==> src/rtl/xenc_pkg.sv <==
package xenc_pkg;

    localparam int LANES  = 8;
    localparam int BYTE_W = 8;
    localparam int CODE_W = 7;
    localparam int ONIB_W = 4;
    localparam int WORD_W = LANES * BYTE_W;
    localparam int HDR_W  = 2;
    localparam int LIDX_W = $clog2(LANES);

    localparam logic [BYTE_W-1:0] CH_IDLE  = 8'h07;
    localparam logic [BYTE_W-1:0] CH_START = 8'hFB;
    localparam logic [BYTE_W-1:0] CH_TERM  = 8'hFD;
    localparam logic [BYTE_W-1:0] CH_ERROR = 8'hFE;
    localparam logic [BYTE_W-1:0] CH_SEQ   = 8'h9C;
    localparam logic [BYTE_W-1:0] CH_SIG   = 8'h5C;

    localparam logic [CODE_W-1:0] LC_IDLE  = 7'h00;
    localparam logic [CODE_W-1:0] LC_ERROR = 7'h1E;

    localparam logic [HDR_W-1:0] SH_DATA = 2'b01;
    localparam logic [HDR_W-1:0] SH_CTRL = 2'b10;

    typedef enum logic [BYTE_W-1:0] {
        BT_CTRL  = 8'h1E,
        BT_S0    = 8'h78,
        BT_S4    = 8'h33,
        BT_OS_S  = 8'h66,
        BT_OS_OS = 8'h55,
        BT_OS0   = 8'h4B,
        BT_OS4   = 8'h2D,
        BT_T0    = 8'h87,
        BT_T1    = 8'h99,
        BT_T2    = 8'hAA,
        BT_T3    = 8'hB4,
        BT_T4    = 8'hCC,
        BT_T5    = 8'hD2,
        BT_T6    = 8'hE1,
        BT_T7    = 8'hFF
    } block_type_e;

    typedef enum logic [3:0] {
        K_DATA, K_CTRL, K_S0, K_S4, K_OS_S, K_OS_OS, K_OS0, K_OS4, K_TERM
    } kind_e;

    typedef struct packed {
        logic              ctl;
        logic              is_start;
        logic              is_term;
        logic              is_os;
        logic [CODE_W-1:0] code;
        logic [ONIB_W-1:0] onib;
    } lane_info_t;

    typedef struct packed {
        logic [HDR_W-1:0]  hdr;
        logic [WORD_W-1:0] payload;
    } block_t;

    function automatic logic [CODE_W-1:0] line_code(input logic [BYTE_W-1:0] ch);
        case (ch)
            CH_IDLE:  return LC_IDLE;
            8'h1C:    return 7'h2D;
            8'h3C:    return 7'h33;
            8'h7C:    return 7'h4B;
            8'hBC:    return 7'h55;
            8'hDC:    return 7'h66;
            8'hF7:    return 7'h78;
            default:  return LC_ERROR;
        endcase
    endfunction

    function automatic logic [BYTE_W-1:0] term_type(input logic [LIDX_W-1:0] lane);
        case (lane)
            3'd0:    return BT_T0;
            3'd1:    return BT_T1;
            3'd2:    return BT_T2;
            3'd3:    return BT_T3;
            3'd4:    return BT_T4;
            3'd5:    return BT_T5;
            3'd6:    return BT_T6;
            default: return BT_T7;
        endcase
    endfunction

endpackage

==> src/rtl/xenc_lane_decode.sv <==
module xenc_lane_decode
    import xenc_pkg::*;
(
    input  logic [BYTE_W-1:0] ch,
    input  logic              ctl,
    output lane_info_t        info
);
    always_comb begin
        info.ctl      = ctl;
        info.is_start = ctl && (ch == CH_START);
        info.is_term  = ctl && (ch == CH_TERM);
        info.is_os    = ctl && ((ch == CH_SEQ) || (ch == CH_SIG));
        info.code     = ctl ? line_code(ch) : LC_ERROR;
        info.onib     = (ch == CH_SIG) ? 4'hF : 4'h0;
    end
endmodule

==> src/rtl/xenc_classify.sv <==
module xenc_classify
    import xenc_pkg::*;
(
    input  lane_info_t [LANES-1:0] info,
    output kind_e                  kind,
    output logic [LIDX_W-1:0]      term_lane
);
    logic [LANES-1:0]  c;
    logic [LIDX_W-1:0] first;
    logic              os0_ok, os4_ok;

    always_comb begin
        for (int i = 0; i < LANES; i++) c[i] = info[i].ctl;
        first = '0;
        for (int i = LANES - 1; i >= 0; i--) begin
            if (c[i]) first = LIDX_W'(i);
        end
    end

    assign os0_ok = info[0].is_os && (c[3:1] == 3'b000);
    assign os4_ok = info[4].is_os && (c[7:5] == 3'b000);

    always_comb begin
        term_lane = first;
        if (c == '0)                                     kind = K_DATA;
        else if (info[0].is_start && c[7:1] == 7'd0)     kind = K_S0;
        else if (info[4].is_start && c[7:5] == 3'd0)     kind = os0_ok ? K_OS_S : K_S4;
        else if (os0_ok)                                 kind = os4_ok ? K_OS_OS : K_OS0;
        else if (os4_ok)                                 kind = K_OS4;
        else if (info[first].is_term)                    kind = K_TERM;
        else                                             kind = K_CTRL;
    end
endmodule

==> src/rtl/xenc_pack.sv <==
module xenc_pack
    import xenc_pkg::*;
(
    input  logic [WORD_W-1:0]      data,
    input  lane_info_t [LANES-1:0] info,
    input  kind_e                  kind,
    input  logic [LIDX_W-1:0]      term_lane,
    output block_t                 blk
);
    logic [WORD_W-1:0] p;
    logic [HDR_W-1:0]  h;

    always_comb begin
        p = '0;
        h = SH_CTRL;
        case (kind)
            K_DATA: begin
                h = SH_DATA;
                p = data;
            end
            K_S0: begin
                p       = data;
                p[7:0]  = BT_S0;
            end
            K_S4: begin
                p[7:0] = BT_S4;
                for (int i = 0; i < 4; i++) p[8+CODE_W*i +: CODE_W] = info[i].code;
                p[63:40] = data[63:40];
            end
            K_OS_S: begin
                p[7:0]   = BT_OS_S;
                p[31:8]  = data[31:8];
                p[35:32] = info[0].onib;
                p[63:40] = data[63:40];
            end
            K_OS_OS: begin
                p[7:0]   = BT_OS_OS;
                p[31:8]  = data[31:8];
                p[35:32] = info[0].onib;
                p[39:36] = info[4].onib;
                p[63:40] = data[63:40];
            end
            K_OS0: begin
                p[7:0]   = BT_OS0;
                p[31:8]  = data[31:8];
                p[35:32] = info[0].onib;
                for (int i = 4; i < LANES; i++) p[8+CODE_W*i +: CODE_W] = info[i].code;
            end
            K_OS4: begin
                p[7:0] = BT_OS4;
                for (int i = 0; i < 4; i++) p[8+CODE_W*i +: CODE_W] = info[i].code;
                p[39:36] = info[4].onib;
                p[63:40] = data[63:40];
            end
            K_TERM: begin
                p[7:0] = term_type(term_lane);
                for (int i = 0; i < LANES - 1; i++) begin
                    if (LIDX_W'(i) < term_lane) p[8+BYTE_W*i +: BYTE_W] = data[BYTE_W*i +: BYTE_W];
                end
                for (int i = 1; i < LANES; i++) begin
                    if (LIDX_W'(i) > term_lane) p[8+CODE_W*i +: CODE_W] = info[i].code;
                end
            end
            default: begin
                p[7:0] = BT_CTRL;
                for (int i = 0; i < LANES; i++) p[8+CODE_W*i +: CODE_W] = info[i].code;
            end
        endcase
        blk.hdr     = h;
        blk.payload = p;
    end
endmodule

==> src/rtl/xenc_encoder.sv <==
module xenc_encoder
    import xenc_pkg::*;
(
    input  logic              clk,
    input  logic              rst,
    input  logic              in_valid,
    input  logic [WORD_W-1:0] in_data,
    input  logic [LANES-1:0]  in_ctrl,
    output logic              out_valid,
    output logic [HDR_W-1:0]  out_header,
    output logic [WORD_W-1:0] out_payload
);
    lane_info_t [LANES-1:0] info;
    kind_e                  kind;
    logic [LIDX_W-1:0]      term_lane;
    block_t                 blk_next;
    block_t                 blk_q;

    for (genvar g = 0; g < LANES; g++) begin : g_lane
        xenc_lane_decode u_dec (
            .ch   (in_data[BYTE_W*g +: BYTE_W]),
            .ctl  (in_ctrl[g]),
            .info (info[g])
        );
    end

    xenc_classify u_cls (
        .info      (info),
        .kind      (kind),
        .term_lane (term_lane)
    );

    xenc_pack u_pack (
        .data      (in_data),
        .info      (info),
        .kind      (kind),
        .term_lane (term_lane),
        .blk       (blk_next)
    );

    always_ff @(posedge clk) begin
        if (rst) begin
            out_valid     <= 1'b0;
            blk_q.hdr     <= SH_CTRL;
            blk_q.payload <= {{(WORD_W-BYTE_W){1'b0}}, BT_CTRL};
        end else begin
            out_valid <= in_valid;
            if (in_valid) blk_q <= blk_next;
        end
    end

    assign out_header  = blk_q.hdr;
    assign out_payload = blk_q.payload;
endmodule

==> config.mk <==
export PLATFORM = sky130hd
export DESIGN_NAME = xenc_encoder
export DESIGN_NICKNAME = d
export VERILOG_FILES = /design/src/rtl/xenc_pkg.sv /design/src/rtl/xenc_lane_decode.sv /design/src/rtl/xenc_classify.sv /design/src/rtl/xenc_pack.sv /design/src/rtl/xenc_encoder.sv
export SDC_FILE = /design/constraint.sdc
export NUM_CORES = 1
export LEC_CHECK = 0
export ABC_AREA = 1
export BUFFER_PORTS_ARGS = -buffer_cell sky130_fd_sc_hd__buf_4
export CORE_ASPECT_RATIO = 1.2
export CORE_UTILIZATION = 40
export CTS_BUF_LIST = sky130_fd_sc_hd__clkbuf_8
export DETAILED_ROUTE_END_ITERATION = 7
export PLACE_DENSITY_LB_ADDON = 0.08
export SLEW_MARGIN = 20
export SYNTH_ARGS = -nofsm -noshare
export SYNTH_HDL_FRONTEND = slang
export SYNTH_SLANG_ARGS = --single-unit
==> constraint.sdc <==
create_clock -name clk -period 4 [get_ports clk]
set_input_delay 0.8 -clock clk [delete_from_list [all_inputs] [get_ports clk]]
set_output_delay 0.8 -clock clk [all_outputs]
set_load 0.01 [all_outputs]
==> results of run 1 <==
## worst min-delay path, stage by stage (launching register included)
cell	delay [ns]
dfxtp_1	0.32
nand2_1	0.06
a21oi_1	0.05
## power by group
part / switching [W] / internal [W]
Clock: 0.000321 / 0.000228
Combinational: 0.000403 / 0.000238
Sequential: 0.0000302 / 0.000717
## metrics by stage
| step | setup slack (ns) | instance area, um^2 | util (%) |
|---|---|---|---|
| after floorplan | 0.797 | 6770 | - |
| after global placement | 0.427 | 8000 | 48.8 |
| after detailed placement | 0.356 | 8000 | 48.8 |
| after CTS | 0.758 | 8170 | 49.8 |
| after global routing | 0.457 | 8170 | 49.8 |
| final | 0.744 | 8170 | 49.8 |
## registers in the layout (all words and copies together), names as in the netlist
| name | cells |
|---|---|
| out_payload | 64 |
| out_header | 2 |
| out_valid | 1 |
## area by class of cell
| type | count | share of cell area (%) |
|---|---|---|
| Inverter | 167 | 7.79 |
| Timing Repair Buffer | 155 | 14.2 |
| Clock buffer | 9 | 1.52 |
| Clock inverter | 7 | 0.628 |
| Multi-Input combinational cell | 909 | 56.2 |
| Tap cell | 212 | 3.25 |
| Sequential cell | 67 | 16.4 |
## cells by family after synthesis
family | Yosys count
and+or+nand+nor | 650
AOI/OAI and AO/OA | 252
buffers and inverters | 204
DFF | 67
adders and majority gates | 5
xor gates and xnor gates | 1
muxes | 1
## worst min-delay path by stage
| stage | startpoint | to | slack, ns | cells after the start |
|---|---|---|---|---|
| after floorplan | out_payload[0]$_SDFFE_PP0P_ | out_payload[0]$_SDFFE_PP0P_ | 0.49 | 2 |
| after global placement | out_payload[5]$_SDFFE_PP0P_ | out_payload[5]$_SDFFE_PP0P_ | 0.46 | 2 |
| after detailed placement | out_payload[6]$_SDFFE_PP0P_ | out_payload[6]$_SDFFE_PP0P_ | 0.46 | 2 |
| after CTS | out_payload[6]$_SDFFE_PP0P_ | out_payload[6]$_SDFFE_PP0P_ | 0.47 | 2 |
| after global routing | out_payload[7]$_SDFFE_PP0P_ | out_payload[7]$_SDFFE_PP0P_ | 0.50 | 2 |
| final | out_payload[5]$_SDFFE_PP0P_ | out_payload[5]$_SDFFE_PP0P_ | 0.47 | 2 |
## Yosys cell counts, types with 8 or more instances
master	count
a21oi_1	81
a22oi_1	16
a31oi_1	8
clkbuf_1	25
dfxtp_1	67
inv_1	147
inv_2	13
nand2_1	285
nand2_2	9
nand2_4	10
nand3_1	72
nand4_1	32
nor2_1	162
nor3_1	32
nor4_1	12
o21ai_0	110
o22ai_1	9
## per-layer routing
metal / up-vias / GRT usage (%)
met1: 3783 / 33.5
met4: 0 / 12.2
li1: 4173 / -
met2: 329 / 55.4
met3: 60 / 3.98
met5: - / 0
==> results by group, run 1 <==
Status
  • Status: completed

Pwr
  • Pwr Total: 0.00194 W
  • Worst IR Drop VDD: between 0.0001 and 0.00015 V
  • Static Leak: a little over 4 nW
  • PD cells: ~240 nW/um^2

STA
  • Clock skew: 0 ns
  • RSZ-0062 raised after global routing: false
  • Setup TNS: 0 ns
  • Hold Vio Cnt, Final: 0
  • Measured slew at the worst slew-check pin: 1.03 ns
  • Slew Viols, Final: 0
  • FMAX: about 0.31 GHz
  • Hold Slack: 0.472 ns
  • Minimum clock period: between 3 and 4 ns
  • Tcrit/Tclk final: 81.4%
  • Setup violators final: 0
  • Max_slew headroom: a little under a third

Clock network
  • CTS max path bufs: 2
  • Post-CTS Setup Bufs: 0
  • Worst skew pair latency: 0.38 ns
  • CTS buffer count: 9
  • Hold-fix buffers, CTS: 0
  • Clock slew seen by the registers of the worst setup and hold paths: 0.09 ns
  • TritonCTS Sinks: 67
  • CTS H-tree depth: 3
  • Clk root buf: clkbuf_8
  • # resized after CTS: 0
  • CTS tree: built

Synthesis
  • Register area share after synthesis: about 20%
  • Simple-gate share of the synthesized area: 45.4%
  • Adder-cell share of the synthesized area: less than 1%
  • Top post-synthesis cells by area: dfxtp_1 20%, nand2_1 16%, nor2_1 9.0%, inv_1 8.2%, o21ai_0 8.1%
  • Post-synth ARST share: 0%
  • Mux contribution to synthesized area: less than 1%
  • Number of synthesized flops with an enable pin: 0
  • Yosys reg bits: 67
  • Synth warn: 0
  • Synth Area in Compound Gates: 21.2%
  • Post-Syn Instances: between 1k and 1.5k
  • Synth cell types: 51
  • Syn_nets: between 1k and 1.5k
  • XOR/XNOR share of the synthesized area: 0.129%
  • Area leader, netlist: dfxtp_1
  • Top_reg_cell synth: dfxtp_1
  • Main combinational cell family by area after synthesis: simple AND/OR/NAND/NOR gates
  • Synth top area share: 19.8%
  • Mapped Avg Cell Area: between 5 and 6 um^2
  • Mapped Area: 6770 um^2

Layout
  • Net count reported at finish: 1389
  • Area taken by multi-input logic gates: roughly 4600 um^2
  • Syn-to-layout area delta: 20.7%
  • Sequential Area: 1340 um^2
  • Non-filler cells, final: 1526
  • Commonest non-fill, non-tap cells in the layout: 285 x nand2_1, 162 x nor2_1, 155 x buf_4
  • Most common cell after layout, fill and taps aside: nand2_1
  • FILL cells: 1814
  • Share of cells above drive strength 1: a little under a fifth
  • Antenna cells: 0

Route
  • 1st-pass router iterations: 8
  • DR vias: 8345
  • Post-route ant nets: 0
  • Via/cell ratio: 5.47
  • Max Used Layer: met4
  • Wl on met1: 10300 um
  • Metal2 WL: approximately 13000 um
  • Metal3 WL: between 1000 and 1500 um
  • Final WL: 25800 um
  • DRC violations left: 0
  • DRT iter0 DRCs: 698
  • WL/cell: 16.9 um

Die
  • Core ar.: around 16000 um^2
  • Die Ht: 145 um
  • Die Area: 17500 um^2
  • Initial core utilization: 41.3%
  • Num ports: 142
  • FP Rows: 51
  • Die width: 121 um

Worst setup path
  • CP max stage cell: ha_1
  • CP Class: in -> reg
  • R2r endpoint: out_payload[61]$_SDFFE_PP0P_
  • Worst Path Required: 4.32 ns
  • WP data arrival: approximately 3.6 ns
  • Crit-path most repeated cell: nand2_1
  • Critical path's top delay family: simple AND/OR/NAND/NOR gates
  • Worst setup SP type: input pin
  • Critical Path Sink Type: flip-flop
  • Worst stage delay on the critical path: 0.31 ns
  • Reg2reg setup slack: 3.23 ns
  • WP depth: 19
  • Worst Path Max Fanout: 27
  • CP cell instances: buf_4 -> inv_2 -> nand2_4 -> nor2_4 -> inv_4 -> nor3_1 -> nand2_1 -> ha_1 -> nand2_1 -> nand3_2 -> nand2_4 -> inv_2 -> nand3_4 -> nor2_4 -> nor2_8 -> nand2_8 -> nor2_8 -> nand2_1 -> a21oi_1
  • Worst Path Buf+Inv: 4
  • Setup crit end: out_payload[56]$_SDFFE_PP0P_
  • R2r worst-path depth: 4
  • CP startpoint: in_ctrl[6]
  • Reg2reg start: out_payload[61]$_SDFFE_PP0P_

Place
  • Cell Count Post-Placement: 1510
  • RD Place Congestion: 0.992
  • DP Wirelength: between 20000 and 25000 um
  • Port buffer count: ~140

Global routing
  • First-pass GRT wire length: about 40000 um
  • Global route total overflow: 0
  • Overall Global Routing Usage: 29.6%
  • Vias in the first global route: ~8k
  • Antenna violations before repair: 0
  • Pin count of the biggest net entering global routing: 93

Hold path
  • HP Class: reg -> reg

Run
  • Max-Cap Viols: 0
Power figures use the tool's default switching activity.
==> inputs of run 2 (changes only) <==
==> constraint.sdc (replaced) <==
create_clock -name clk -period 2.8 [get_ports clk]
set_input_delay 0.56 -clock clk [delete_from_list [all_inputs] [get_ports clk]]
set_output_delay 0.56 -clock clk [all_outputs]
set_load 0.01 [all_outputs]
==> results by group, run 2 (synthesized netlist as in run 1, its figures left out) <==
Status
  • Status: completed

Pwr
  • Worst IR Drop VDD: 0.000278 V
  • Static Leak: 5.02 nW
  • PD cells: roughly 320 nW/um^2

Route
  • Post-route ant nets: 0
  • DRT iter0 DRCs: 495
  • WL/cell: 15.9 um
  • DR vias: ~9k
  • 1st-pass router iterations: 6
  • Final WL: 27200 um
  • DRC violations left: 0
  • Via/cell ratio: 5.26

Clock network
  • TritonCTS Sinks: 67
  • Clk root buf: clkbuf_8
  • Clock slew seen by the registers of the worst setup and hold paths: 0.09 ns
  • CTS H-tree depth: 3
  • Worst skew pair latency: 0.37 ns
  • CTS buffer count: 9
  • CTS tree: built
  • CTS max path bufs: 2

Worst setup path
  • Critical Path Sink Type: flip-flop
  • CP cell instances: buf_4 -> nor2_1 -> nand2_1 -> a21oi_4 -> inv_4 -> nor2_4 -> o21ai_1 -> nand3_2 -> nand3_2 -> a21oi_4 -> a21oi_2 -> nor2_8 -> nand2_2 -> o21ai_1 -> buf_4 -> nand2_1 -> a21oi_2
  • WP data arrival: 3.05 ns
  • Reg2reg start: out_payload[16]$_SDFFE_PP0P_
  • Worst setup SP type: input pin
  • CP Class: in -> reg
  • R2r worst-path depth: 4
  • CP max stage cell: nor2_8
  • Worst Path Required: 3.11 ns
  • Worst Path Max Fanout: 8
  • CP startpoint: in_ctrl[4]
  • Worst stage delay on the critical path: 0.30 ns

STA
  • Clock skew: 0 ns
  • Setup TNS: 0 ns
  • Setup violators final: 0
  • Tcrit/Tclk final: 97.9%
  • Hold Vio Cnt, Final: 0
  • Measured slew at the worst slew-check pin: between 0.6 and 0.7 ns
  • Slew Viols, Final: 0
  • Minimum clock period: 2.74 ns
  • RSZ-0062 raised after global routing: true
  • FMAX: 0.365 GHz
  • Max_slew headroom: 55.9%

Layout
  • Commonest non-fill, non-tap cells in the layout: 331 x buf_4, 282 x nand2_1, 158 x nor2_1
  • Max FFs per register: 64
  • Antenna cells: 0
  • Syn-to-layout area delta: 43.6%
  • Share of cells above drive strength 1: 29.5%
  • Net count reported at finish: 1572
  • Final core utilization: 59.3%
  • Most common cell after layout, fill and taps aside: buf_4

Place
  • RD Place Congestion: a little over 1
  • Port buffer count: 141
  • DP Wirelength: 21900 um

Global routing
  • Global route total overflow: 0
  • Antenna violations before repair: 0
  • First-pass GRT wire length: 42200 um
  • Overall Global Routing Usage: 31.5%
  • Vias in the first global route: about 8.3k
  • Pin count of the biggest net entering global routing: 93

Run
  • Max-Cap Viols: 0

Hold path
  • Hold depth: 3
  • HP Class: in -> reg
  • Hold path start: in_data[56]

Die
  • Initial core utilization: 41.3%
  • Die Area: 17500 um^2
  • Die Ht: 145 um
  • Die width: ~120 um
  • FP Rows: 51
  • Num ports: 142
  • Core ar.: around 16000 um^2
-- run 2: area by class of cell --
| cell class | count | area (um^2) |
|---|---|---|
| timing repair buffer | 336 | 2580 |
| sequential | 67 | 1340 |
| clock inverter | 5 | 60.1 |
| fill | 1709 | 6680 |
| clock buffer | 11 | 151 |
| inverter | 167 | 637 |
| multi-input combinational | 911 | 4690 |
| tap | 212 | 265 |
-- run 2: timing repair --
action | in CTS | in global routing
setup buffers | 0 | 3
resized for setup | 0 | 18
endpoints found under the setup margin | 0 | 40
hold buffers | 0 | 0
-- run 2: final timing paths --
check	endpoint	slack, ns
max	out_payload[37]$_SDFFE_PP0P_	0.06
min	out_payload[56]$_SDFFE_PP0P_	0.46
max reg2reg	out_payload[16]$_SDFFE_PP0P_	2.09
min reg2reg	out_payload[7]$_SDFFE_PP0P_	0.47
-- run 2: per-layer routing --
layer / wire length [um] / global-route usage, % / vias up
met2: 13900 / 58.4 / 330
met3: 1310 / 4.18 / 70
li1: - / - / 4534
met1: 10700 / 34.9 / 4062
met5: 0 / 0 / -
met4: 1250 / 16.6 / 0
-- run 2: worst max-delay path: cells and delay by family --
kind	cells	cell delay, ns
simple gates	8	1.09
compound gates	6	1.02
buf+inv	3	0.37
-- run 2: metrics by stage --
stage | cell area, um^2 | std cells | power, W | hold WS (ns) | worst slack (ns)
6_report | 9720 | 1709 | 0.00309 | 0.465 | 0.0584
5_1_grt | 9720 | 1709 | 0.00326 | 0.473 | -0.0469
4_1_cts | 9620 | 1704 | 0.00309 | 0.467 | 0.0381
3_5_place_dp | 9410 | 1688 | 0.00218 | 0.464 | -0.337
3_3_place_gp | 9410 | 1688 | 0.00217 | 0.457 | -0.297
2_1_floorplan | 6790 | 1180 | 0.00160 | 0.490 | 0.00453
-- run 2: power breakdown --
part,switching [W],internal [W],total [W]
Combinational,0.000626,0.000491,0.00112
Clock,0.000449,0.000463,0.000912
Sequential,0.0000407,0.00102,0.00107
==> inputs of run 3 (changes only) <==
--- a/config.mk
+++ b/config.mk
@@ -11,6 +11,7 @@
 export CORE_UTILIZATION = 40
 export CTS_BUF_LIST = sky130_fd_sc_hd__clkbuf_8
 export DETAILED_ROUTE_END_ITERATION = 7
+export GPL_TIMING_DRIVEN = 0
 export PLACE_DENSITY_LB_ADDON = 0.08
 export SLEW_MARGIN = 20
 export SYNTH_ARGS = -nofsm -noshare
==> results by group, run 3 (synthesized netlist as in run 1, its figures left out) <==
Place
  • Port buffer count: approximately 140
  • Cell Count Post-Placement: 1529
  • RD Place Congestion: 0.975
  • Placement Cell Area: 8090 um^2
  • DP Wirelength: 21600 um

Worst setup path
  • Worst Path Required: 3.08 ns
  • Worst setup SP type: input pin
  • CP max stage cell: ha_4
  • Worst stage delay on the critical path: 0.28 ns
  • Worst Path Max Fanout: 6
  • Critical Path Sink Type: flip-flop
  • Critical path's top delay family: simple AND/OR/NAND/NOR gates
  • R2r worst-path depth: 4
  • CP Class: in -> reg
  • Crit-path most repeated cell: nand2_2
  • Reg2reg start: out_payload[61]$_SDFFE_PP0P_
  • Reg2reg setup slack: about 2.1 ns
  • WP data arrival: 3.06 ns
  • CP cell instances: buf_4 -> nand2_2 -> nor3_4 -> nand2_2 -> inv_2 -> nand3_4 -> ha_4 -> nand2_1 -> nand3_2 -> nand2_4 -> inv_4 -> nand3_4 -> buf_12 -> o21bai_4 -> nor2_8 -> nand2_8 -> nand2_8 -> buf_8 -> nand2_2 -> nand3_2 -> nand2_1 -> inv_1
  • R2r endpoint: out_payload[61]$_SDFFE_PP0P_
  • Worst Path Buf+Inv: 6

Clock network
  • CTS tree: built
  • Worst skew pair latency: approximately 0.37 ns
  • CTS H-tree depth: 3
  • Clk root buf: clkbuf_8
  • TritonCTS Sinks: 67
  • CTS buffer count: 9
  • CTS max path bufs: 2
  • Clock slew seen by the registers of the worst setup and hold paths: 0.08 ns

STA
  • Hold Vio Cnt, Final: 0
  • Minimum clock period: around 2.8 ns
  • Max_slew headroom: 50.9%
  • Setup TNS: 0 ns
  • Tcrit/Tclk final: 99.4%
  • Setup violators final: 0
  • Clock skew: 0 ns
  • FMAX: between 0.3 and 0.4 GHz
  • RSZ-0062 raised after global routing: true
  • Slew Viols, Final: 0
  • Measured slew at the worst slew-check pin: 0.736 ns

Route
  • 1st-pass router iterations: 7
  • Via/cell ratio: approximately 5.5
  • DRC violations left: 0
  • Metal2 WL: 13400 um
  • Max Used Layer: met4
  • Final WL: 27800 um
  • WL/cell: 17.5 um
  • DR vias: 8768
  • Metal3 WL: between 1500 and 2000 um
  • Wl on met1: about 11000 um
  • DRT iter0 DRCs: 677
  • Post-route ant nets: 0

Hold path
  • Hold path endpoint: out_payload[3]$_SDFFE_PP1P_
  • HP Class: reg -> reg
  • Hold path start: out_payload[3]$_SDFFE_PP1P_
  • Hold depth: 2

Die
  • FP Rows: between 50 and 60
  • Core ar.: approximately 16000 um^2
  • Die width: 121 um
  • Die Ht: 145 um
  • Die Area: 17500 um^2
  • Num ports: approximately 140
  • Initial core utilization: 41.3%

Pwr
  • PD cells: 340 nW/um^2
  • Worst IR Drop VDD: 0.000251 V
  • Static Leak: about 4.4 nW
  • Pwr Total: 0.00308 W

Run
  • Max-Cap Viols: 0

Layout
  • Net count reported at finish: 1447
  • Non-filler cells, final: 1583
  • Most common cell after layout, fill and taps aside: nand2_1
  • Antenna cells: 0
  • Syn-to-layout area delta: 33.7%
  • Final core utilization: a little under three fifths
  • Commonest non-fill, non-tap cells in the layout: 271 x nand2_1, 173 x buf_4, 153 x nor2_1
  • Fin area: 9050 um^2
  • Share of cells above drive strength 1: between 20% and 30%
  • Max FFs per register: 64

Global routing
  • Global route total overflow: 0
  • First-pass GRT wire length: 41200 um
  • Pin count of the biggest net entering global routing: 13
  • Vias in the first global route: ~8k
  • Antenna violations before repair: 0
  • Overall Global Routing Usage: a little over 30%

Status
  • Status: completed
-- run 3: cell types whose count changed in the layout (fill, tap and decap cells not counted), sizes merged --
cell,before,now
nand2,308,307
bufinv,1,2
buf,336,189
clkinvlp,1,3
inv,165,164
clkinv,5,4
clkbuf,11,33
nor2,174,173
-- run 3: what timing repair did --
action | 4_1_cts | 5_1_grt
buffers inserted | 12 | 27
endpoints found under the hold margin | 0 | 0
hold buffers | 0 | 0
gates cloned | 0 | 1
endpoints found under the setup margin | 63 | 60
gates resized for setup | 27 | 77
pin swaps | 5 | 29
-- run 3: final cells by class --
class	count	area, um^2
Fill cell	1727	7340
Multi-Input combinational cell	909	4930
Timing Repair Buffer	177	1410
Sequential cell	67	1340
Inverter	167	674
Tap cell	212	265
Buffer	36	219
Clock buffer	9	124
Clock inverter	6	90.1
-- run 3: tightest hold or removal path: cells and delay by family, from the launching register on --
| kind | cells | cell delay, ns |
|---|---|---|
| flops | 1 | 0.33 |
| simple gates | 1 | 0.05 |
| compound gates | 1 | 0.07 |
-- run 3: stage by stage --
step	setup slack, ns	hold slack, ns
after global routing	-0.0829	0.474
after floorplan	0.00453	0.490
after CTS	-0.00144	0.462
final	0.0166	0.474
after detailed placement	-0.766	0.456
after global placement	-0.775	0.456
-- run 3: worst max path at each step --
stage / startpoint / end / slack (ns) / depth (start not counted)
finish: in_data[3] / out_payload[20]$_SDFFE_PP0P_ / 0.02 / 22
global route: in_data[33] / out_payload[36]$_SDFFE_PP0P_ / -0.08 / 21
CTS: in_ctrl[1] / out_payload[39]$_SDFFE_PP0P_ / -0.001 / 17
detailed placement: in_data[33] / out_payload[39]$_SDFFE_PP0P_ / -0.77 / 20
global placement: in_ctrl[6] / out_payload[15]$_SDFFE_PP0P_ / -0.78 / 19
floorplan: in_ctrl[7] / out_payload[56]$_SDFFE_PP0P_ / 0.005 / 20
-- run 3: where the power goes --
group | total, W | internal [W] | switching, W
clock | 0.000944 | 0.000500 | 0.000445
combinational | 0.00107 | 0.000424 | 0.000645
sequential | 0.00106 | 0.00102 | 0.0000388
-- run 3: layer usage --
metal / up-vias / global-route usage, %
met3: 100 / 4.53
met2: 418 / 53.9
met5: - / 0
li1: 4284 / -
met4: 0 / 20.8
met1: 3966 / 35.1
